## config.mk

```make
export PLATFORM = sky130hd
export DESIGN_NAME = opnd_addr_gen
export DESIGN_NICKNAME = d
export VERILOG_FILES = /design/src/rtl/opnd_addr_gen.sv
export SDC_FILE = /design/constraint.sdc
export NUM_CORES = 1
export LEC_CHECK = 0
export CORE_ASPECT_RATIO = 0.75
export CORE_UTILIZATION = 45
export CTS_CLUSTER_SIZE = 24
export DETAILED_ROUTE_END_ITERATION = 8
export PLACE_DENSITY = 0.64
export SLEW_MARGIN = 15
export SYNTH_ARGS = -nofsm -noshare
export SYNTH_HDL_FRONTEND = slang
export SYNTH_SLANG_ARGS = --single-unit
```

## constraint.sdc

```tcl
create_clock -name clk -period 5.09 [get_ports clk]
set_clock_uncertainty 0.05 [all_clocks]
set_input_delay 1.018 -clock clk [delete_from_list [all_inputs] [get_ports clk]]
set_output_delay 1.018 -clock clk [all_outputs]
set_load 0.01 [all_outputs]
```

## src/rtl/opnd_addr_gen.sv

```systemverilog
module opnd_addr_gen #(
  parameter int AW   = 32,
  parameter int EAW  = 24,
  parameter int NREG = 8
) (
  input  logic                    clk,
  input  logic                    rst_n,
  input  logic                    req,
  input  logic                    am_abs,
  input  logic                    is_prog,
  input  logic [1:0]              size,
  input  logic [$clog2(NREG)-1:0] reg_idx,
  input  logic [AW-1:0]           abs_addr,
  input  logic [1:0]              abs_w,
  input  logic                    ld_en,
  input  logic [$clog2(NREG)-1:0] ld_idx,
  input  logic [AW-1:0]           ld_data,
  output logic [EAW-1:0]          ea,
  output logic                    ea_vld,
  output logic                    fault,
  output logic                    wb_en,
  output logic [$clog2(NREG)-1:0] wb_idx,
  output logic [AW-1:0]           wb_data
);
  localparam int RIW = $clog2(NREG);

  logic [AW-1:0] rf [NREG];
  logic [AW-1:0] step, dec, wide, res;
  logic          tag_bad, mis, do_wb;

  always_comb begin
    case (size)
      2'b00:   step = AW'(1);
      2'b01:   step = AW'(2);
      default: step = AW'(4);
    endcase
  end

  assign dec = rf[reg_idx] - step;

  always_comb begin
    case (abs_w)
      2'b00:   wide = {{(AW-8){1'b1}}, abs_addr[7:0]};
      2'b01:   wide = {{(AW-16){abs_addr[15]}}, abs_addr[15:0]};
      2'b10:   wide = {{(AW-24){1'b0}}, abs_addr[23:0]};
      default: wide = abs_addr;
    endcase
  end

  assign res     = am_abs ? wide : dec;
  assign tag_bad = am_abs && (is_prog ? !abs_w[1] : (abs_w == 2'b10));
  assign mis     = (size != 2'b00) && res[0];
  assign do_wb   = req && !am_abs;

  always_ff @(posedge clk or negedge rst_n) begin
    if (!rst_n) begin
      for (int i = 0; i < NREG; i++) rf[i] <= '0;
    end else begin
      if (do_wb) rf[reg_idx] <= dec;
      if (ld_en) rf[ld_idx]  <= ld_data;
    end
  end

  always_ff @(posedge clk or negedge rst_n) begin
    if (!rst_n) begin
      ea      <= '0;
      ea_vld  <= 1'b0;
      fault   <= 1'b0;
      wb_en   <= 1'b0;
      wb_idx  <= '0;
      wb_data <= '0;
    end else begin
      ea_vld <= req;
      wb_en  <= do_wb;
      if (req) begin
        ea      <= res[EAW-1:0];
        fault   <= tag_bad || mis;
        wb_idx  <= reg_idx;
        wb_data <= dec;
      end else begin
        fault <= 1'b0;
      end
    end
  end

  logic [RIW-1:0] unused_w;
  assign unused_w = wb_idx;
endmodule

```

==> results of run 1 <==
power by group through the flow:
| stage | logic (mW) | clock network (mW) | registers, mW |
|---|---|---|---|
| after floorplan | 1.51 | 0 | 3.52 |
| after global placement | 2.57 | 0 | 3.54 |
| after detailed placement | 2.64 | 0 | 3.57 |
| after CTS | 2.65 | 2.86 | 3.53 |
| after global routing | 2.91 | 2.96 | 3.60 |
| final | 2.69 | 2.83 | 3.55 |
final cells by class:
cell class,count,share of cell area
Antenna cell,2,0.0002450
Clock buffer,44,0.04753
Clock inverter,18,0.01409
Inverter,31,0.005696
Multi-Input combinational cell,1378,0.4092
Sequential cell,318,0.3896
Tap cell,504,0.03087
Timing Repair Buffer,231,0.1028
metrics by stage:
step	util	power [mW]	TNS, ps	hold slack (ps)	setup WS (ps)
CTS	0.5481	9.040	0	461.0	782.2
detailed placement	0.5143	6.207	0	445.5	209.3
global route	0.5483	9.467	0	469.7	461.4
finish	0.5484	9.072	0	457.8	618.6
floorplan	-	5.032	-1.998	461.2	-1.998
global placement	0.5143	6.109	0	439.0	265.4
state kept, by name (all words and copies together), names as in the netlist:
register,cells
ea,24
ea_vld,1
fault,1
rf,256
wb_data,32
wb_en,1
wb_idx,3
worst min-delay path by stage:
stage,start,endpoint
2_1_floorplan,rf[163],rf[163]
3_3_place_gp,wb_data[23],wb_data[23]
3_5_place_dp,wb_data[7],wb_data[7]
4_1_cts,wb_data[7],wb_data[7]
5_1_grt,wb_data[7],wb_data[7]
6_report,wb_data[7],wb_data[7]
layout by cell type (no fill, tap or decap), types with 4 or more instances in the layout:
master | synthesis | layout
nor3_1 | 10 | 4
nor2_2 | 0 | 10
nand2_1 | 274 | 272
mux2i_1 | 53 | 53
mux4_2 | 49 | 49
nor2b_1 | 17 | 17
clkbuf_1 | 105 | 4
a31oi_1 | 66 | 66
nor3_2 | 1 | 7
o211ai_1 | 4 | 4
and2_1 | 4 | 4
clkbuf_8 | 0 | 4
nand3_1 | 59 | 59
a21oi_1 | 252 | 252
xnor2_1 | 15 | 15
buf_4 | 1 | 99
a221o_1 | 8 | 8
xor2_1 | 13 | 13
clkinv_2 | 0 | 6
dfrtp_1 | 318 | 318
a21o_1 | 4 | 4
a221oi_1 | 9 | 9
o21ai_0 | 135 | 135
and3_1 | 42 | 42
clkdlybuf4s50_1 | 0 | 128
clkbuf_16 | 0 | 36
bufinv_16 | 0 | 7
o22ai_1 | 9 | 9
o221ai_1 | 4 | 4
nand2b_1 | 7 | 7
nor2_1 | 205 | 195
mux2_2 | 25 | 25
inv_1 | 30 | 30
or3_1 | 66 | 66
nand4_1 | 7 | 7
metal layers:
| metal | GRT usage | wire [um] |
|---|---|---|
| met5 | 0 | 13 |
| met4 | 0.1065 | 1837 |
| met3 | 0.1097 | 9047 |
| met2 | 0.4854 | 27430 |
| met1 | 0.4585 | 25040 |
cell families after synthesis:
group,after synthesis,synth area share
buf+inv,199,0.04945
flops,318,0.4660
fa+ha+maj,4,0.003370
compound gates,504,0.1626
xor+xnor,29,0.01531
mux,131,0.1153
simple gates,710,0.1880
==> metrics.csv, run 1 <==
metric,value,unit
grt_pass1_wl,95.39,mm
dieArea,38740,um2
fmax,223.6,MHz
comb_power_share,0.297,
num-nets-final,2079,
period_needed,4471,ps
slew_viol_final,0,
placed_cells,2462,
cp-endpoint,rf[55],
critPathBufInv,2,
via_per_inst,6.325,
num_rows,61,
yosys-top-cells-count,"dfrtp_1, nand2_1, a21oi_1",
grt_overflow_total,0,
synth-seq-cells,318,
tritoncts,built,
arrival,4900,ps
fp.dieW,226.9,um
synth_seq_area_share,0.4660,
die_height,170.7,um
crit_chain,"buf_4, mux2i_1, nor2_1, a21oi_1, nor2_1, a21oi_1, o211ai_1, ha_1, nor2b_1, o21ai_0, nor4b_4, nand3_1, buf_4, nor4_1, xnor2_1, nand2_1, a21oi_1",
hold_viol_final,0,
synth_area,17080,um2
setup_viol,0,
root_buffer,clkbuf_16,
grt_pass1_vias,15430,
relSlewSlack,0.1882,
syn_nets,1979,
status,completed,
p_switching,2.930,mW
antenna_found_initial,2,
clock-sinks,318,
p_int,6.143,mW
grt_setup_unrepaired,no,
wl_per_cell,25.08,um
start_kind,primary input,
critPathMaxStageDelay,570,ps
drtPass1Iterations,9,
period_share,0.8785,
cpMostUsedCell,a21oi_1,
r2r_slack,1170,ps
synth.avg_cell_area,9.012,um2
cts_max_level,2,
cp_data_required_time,5520,ps
fill_cells,3330,
synthArstFlopShare,1.000,
post_cts_buffers,0,
critPathCaptureType,register,
ios,142,
design_area,20430,um2
core_area,37250,um2
io_buffers,133,
crit_fanout,22,
reg2regPathDepth,16,
yosysMostFrequentCell,dfrtp_1,
cts_buffers,35,
ctsHoldBuffers,0,
critPathLaunch,reg_idx[2],
grt_max_degree,114,
yosys_warnings,0,
synth-edff-count,0,
drtIter0Drc,2334,
critPathKind,in2reg,
ff_latch_area,7958,um2
hold_depth,1,
floorplan.initialDensity,0.4585,
synth_largest_area_cell,dfrtp_1,
place_congestion,0.9381,
ant_nets,0,
cp.depth,17,
synth_area_leaders,"dfrtp_1, a21oi_1, mux4_2",
synthDistinctLibCells,63,
synthCells,1895,
fin_cells,2526,
vdd_drop_max,0.2074,mV
switching_share,0.3229,
p_leak,8.546,nW
power_frac_clock,0.312,
clock_path_buffers,3,
wl,63.36,mm
drc,0,
cp_slowest_cell,xnor2_1,
power.density,444.1,nW/um2
grt_use_total,0.3302,
dp_hpwl,40.04,mm
max_cap_viol_count,0,
multi_input_area,8359,um2
clk_latency,560,ps
seqPwrFrac,0.391,
synth-main-ff-cell,dfrtp_1,
cts-resized-gates,0,
worst_pin_slew,1209,ps
syn_to_final_growth,19.61,%
rr_startpoint,rf[97],
synth_top_area_frac,0.4660,
num_vias,15980,
clk_pin_slew,70,ps
place_area,19160,um2
path_delay_family,compound AO/OA/AOI/OAI gates,
drive_gt1_frac,0.1342,
rr_endpoint,rf[55],
min_path_type,reg2reg,
Note: power is estimated with default switching activity, not from simulation.
==> run 2: changes to the inputs <==
==> constraint.sdc (replaced) <==
create_clock -name clk -period 4.8 [get_ports clk]
set_clock_uncertainty 0.05 [all_clocks]
set_input_delay 0.96 -clock clk [delete_from_list [all_inputs] [get_ports clk]]
set_output_delay 0.96 -clock clk [all_outputs]
set_load 0.01 [all_outputs]
==> run 2 against run 1 <==
Against the previous run: setup slack got worse by 190 ps; wire length rose by 0.24%; clock power is essentially flat; first-iteration DRC count fell by 7.5%; non-clock buffer count rose by 4; sequential power increased by 6%; via count shrank 0.70%; worst hold slack worse by 34 ps; critical path depth is 4 lower; critical endpoint is now wb_data[26].
==> metrics.csv, run 2 (synthesized netlist as in run 1, its figures left out) <==
metric,value,unit,change
critPathCaptureType,register,,
die_height,170.7,um,unchanged
drtIter0Drc,2158,,-7.5%
floorplan.initialDensity,0.4585,,unchanged
critPathKind,in2reg,,
place_congestion,0.9139,,-2.6%
period_share,0.9114,,
grt_pass1_vias,15200,,-1.5%
grt_overflow_total,0,,unchanged
start_kind,primary input,,
clk_latency,540,ps,-20 ps
ant_nets,0,,unchanged
num_rows,61,,unchanged
syn_to_final_growth,19.37,%,
grt_max_degree,101,,-11%
setup_viol,0,,unchanged
period_needed,4375,ps,
num_vias,15860,,-0.70%
layout_common_cells,"dfrtp_1, nand2_1, a21oi_1, nor2_1, o21ai_0",,
multi_input_area,8354,um2,about the same
core_area,37250,um2,unchanged
mostFrequentLayoutCell,dfrtp_1,,
largest-register,rf,,
setup_slack,425.4,ps,-193.3 ps
drive_gt1_frac,0.1330,,-0.001122
p_leak,8.532,nW,-0.16%
drtPass1Iterations,5,,-4
status,completed,,
antenna_found_initial,1,,-1
placed_cells,2466,,+0.16%
grt_use_total,0.3301,,about the same
min_path_type,in2async,,
power.density,462.0,nW/um2,+4.0%
fill_cells,3317,,-0.39%
cts_buffers,36,,+2.9%
largest_register_ffs,256,,unchanged
via_per_inst,6.278,,-0.74%
arrival,4790,ps,-110 ps
fmax,228.6,MHz,
reg_top3,"rf (256), wb_data (32), ea (24)",,
pre_cts_ws,-28.11,ps,-237.5 ps
cts-resized-gates,0,,unchanged
vdd_drop_max,0.2539,mV,+22%
dp_hpwl,39.14,mm,-2.2%
fin_cells,2527,,+0.040%
grt_setup_unrepaired,no,,
cts_max_level,2,,unchanged
ctsHoldBuffers,0,,unchanged
wl,63.52,mm,+0.24%
crit_fanout,43,,+95%
relSlewSlack,0.1681,,-0.02002
critPathMaxStageDelay,630,ps,+60 ps
fp.dieW,226.9,um,unchanged
ios,142,,unchanged
num-nets-final,2084,,+0.24%
grt_pass1_wl,94.68,mm,-0.75%
wl_per_cell,25.13,um,+0.20%
post_cts_buffers,0,,unchanged
tritoncts,built,,
hold_viol_final,0,,unchanged
clock_path_buffers,3,,unchanged
r2r_slack,890,ps,-280 ps
dieArea,38740,um2,unchanged
root_buffer,clkbuf_16,,
io_buffers,133,,unchanged
cp_data_required_time,5220,ps,-300 ps
max_cap_viol_count,0,,unchanged
final_util,0.5473,,-0.001108
clk_pin_slew,70,ps,about the same
clock-sinks,318,,unchanged
ff_latch_area,7958,um2,unchanged
cp_slowest_cell,xor2_1,,
worst_pin_slew,1243,ps,+34.13 ps
drc,0,,unchanged
crit_chain,"buf_4, buf_12, nor2b_1, a22oi_1, a21o_1, o221ai_1, ha_1, a2111oi_4, nand3_2, nor3_1, nand3_1, xor2_1, mux2_2",,
slew_viol_final,0,,unchanged
total_power,9.419,mW,+3.8%
==> run 2: cell count changes in the layout (fill, tap and decap cells not counted), moves of 2 or more <==
cell,change
bufinv_16,-4
buf_12,+2
buf_4,+2
clkbuf_1,+2
clkbuf_8,+2
nand2_1,+2
nand2_2,-2
==> run 2: where the power goes <==
part / total [mW] / leakage, nW / internal [mW] / switching [mW]
logic: 2.86 / 4.20 / 1.33 / 1.52
registers: 3.75 / 3.76 / 3.37 / 0.375
clock network: 2.81 / 0.573 / 1.66 / 1.15
total: 9.42 / 8.53 / 6.37 / 3.05
==> run 2: worst paths after layout <==
path | to | startpoint | depth (start not counted)
worst max-delay path | wb_data[26] | reg_idx[2] | 13
worst min-delay path | rf[155] | rst_n | 1
worst max register to register | wb_data[26] | rf[97] | 13
worst min register to register | wb_data[9] | wb_data[9] | 1
max in group asynchronous | rf[104] | rst_n | 2
min in group clk | wb_data[9] | wb_data[9] | 1
==> run 2: metal layers <==
layer | track usage | vias up | routed length, um
met3 | 0.09480 | 188 | 8184
met4 | 0.1249 | 0 | 2286
met1 | 0.4570 | 7761 | 25830
li1 | - | 6867 | -
met2 | 0.4901 | 1048 | 27220
met5 | 0 | - | 0
==> run 2: critical path, delay by kind of cell <==
kind	cells	cell delay (ps)
AND/OR/NAND/NOR	4	1290
adder cells (fa/ha/maj)	1	310
buffers and inverters	2	430
AO/OA/AOI/OAI	4	840
XOR/XNOR	1	630
multiplexers	1	290
==> run 2: per-stage QoR <==
stage	hold slack (ps)	instance area, um2	setup TNS [ps]
6_report	423.5	20390	0
3_5_place_dp	445.7	19210	-34.99
2_1_floorplan	461.2	17210	0
5_1_grt	463.3	20390	0
4_1_cts	459.9	20380	0
3_3_place_gp	438.9	19210	0
==> run 2: area by class of cell <==
class                      instances  share of cell area
antenna                            1           0.0001228
clock buffer                      49             0.05057
clock inverter                    11            0.006813
inverter                          31            0.005708
multi-input combinational       1378              0.4098
sequential                       318              0.3904
tap                              504             0.03093
timing repair buffer             235              0.1057
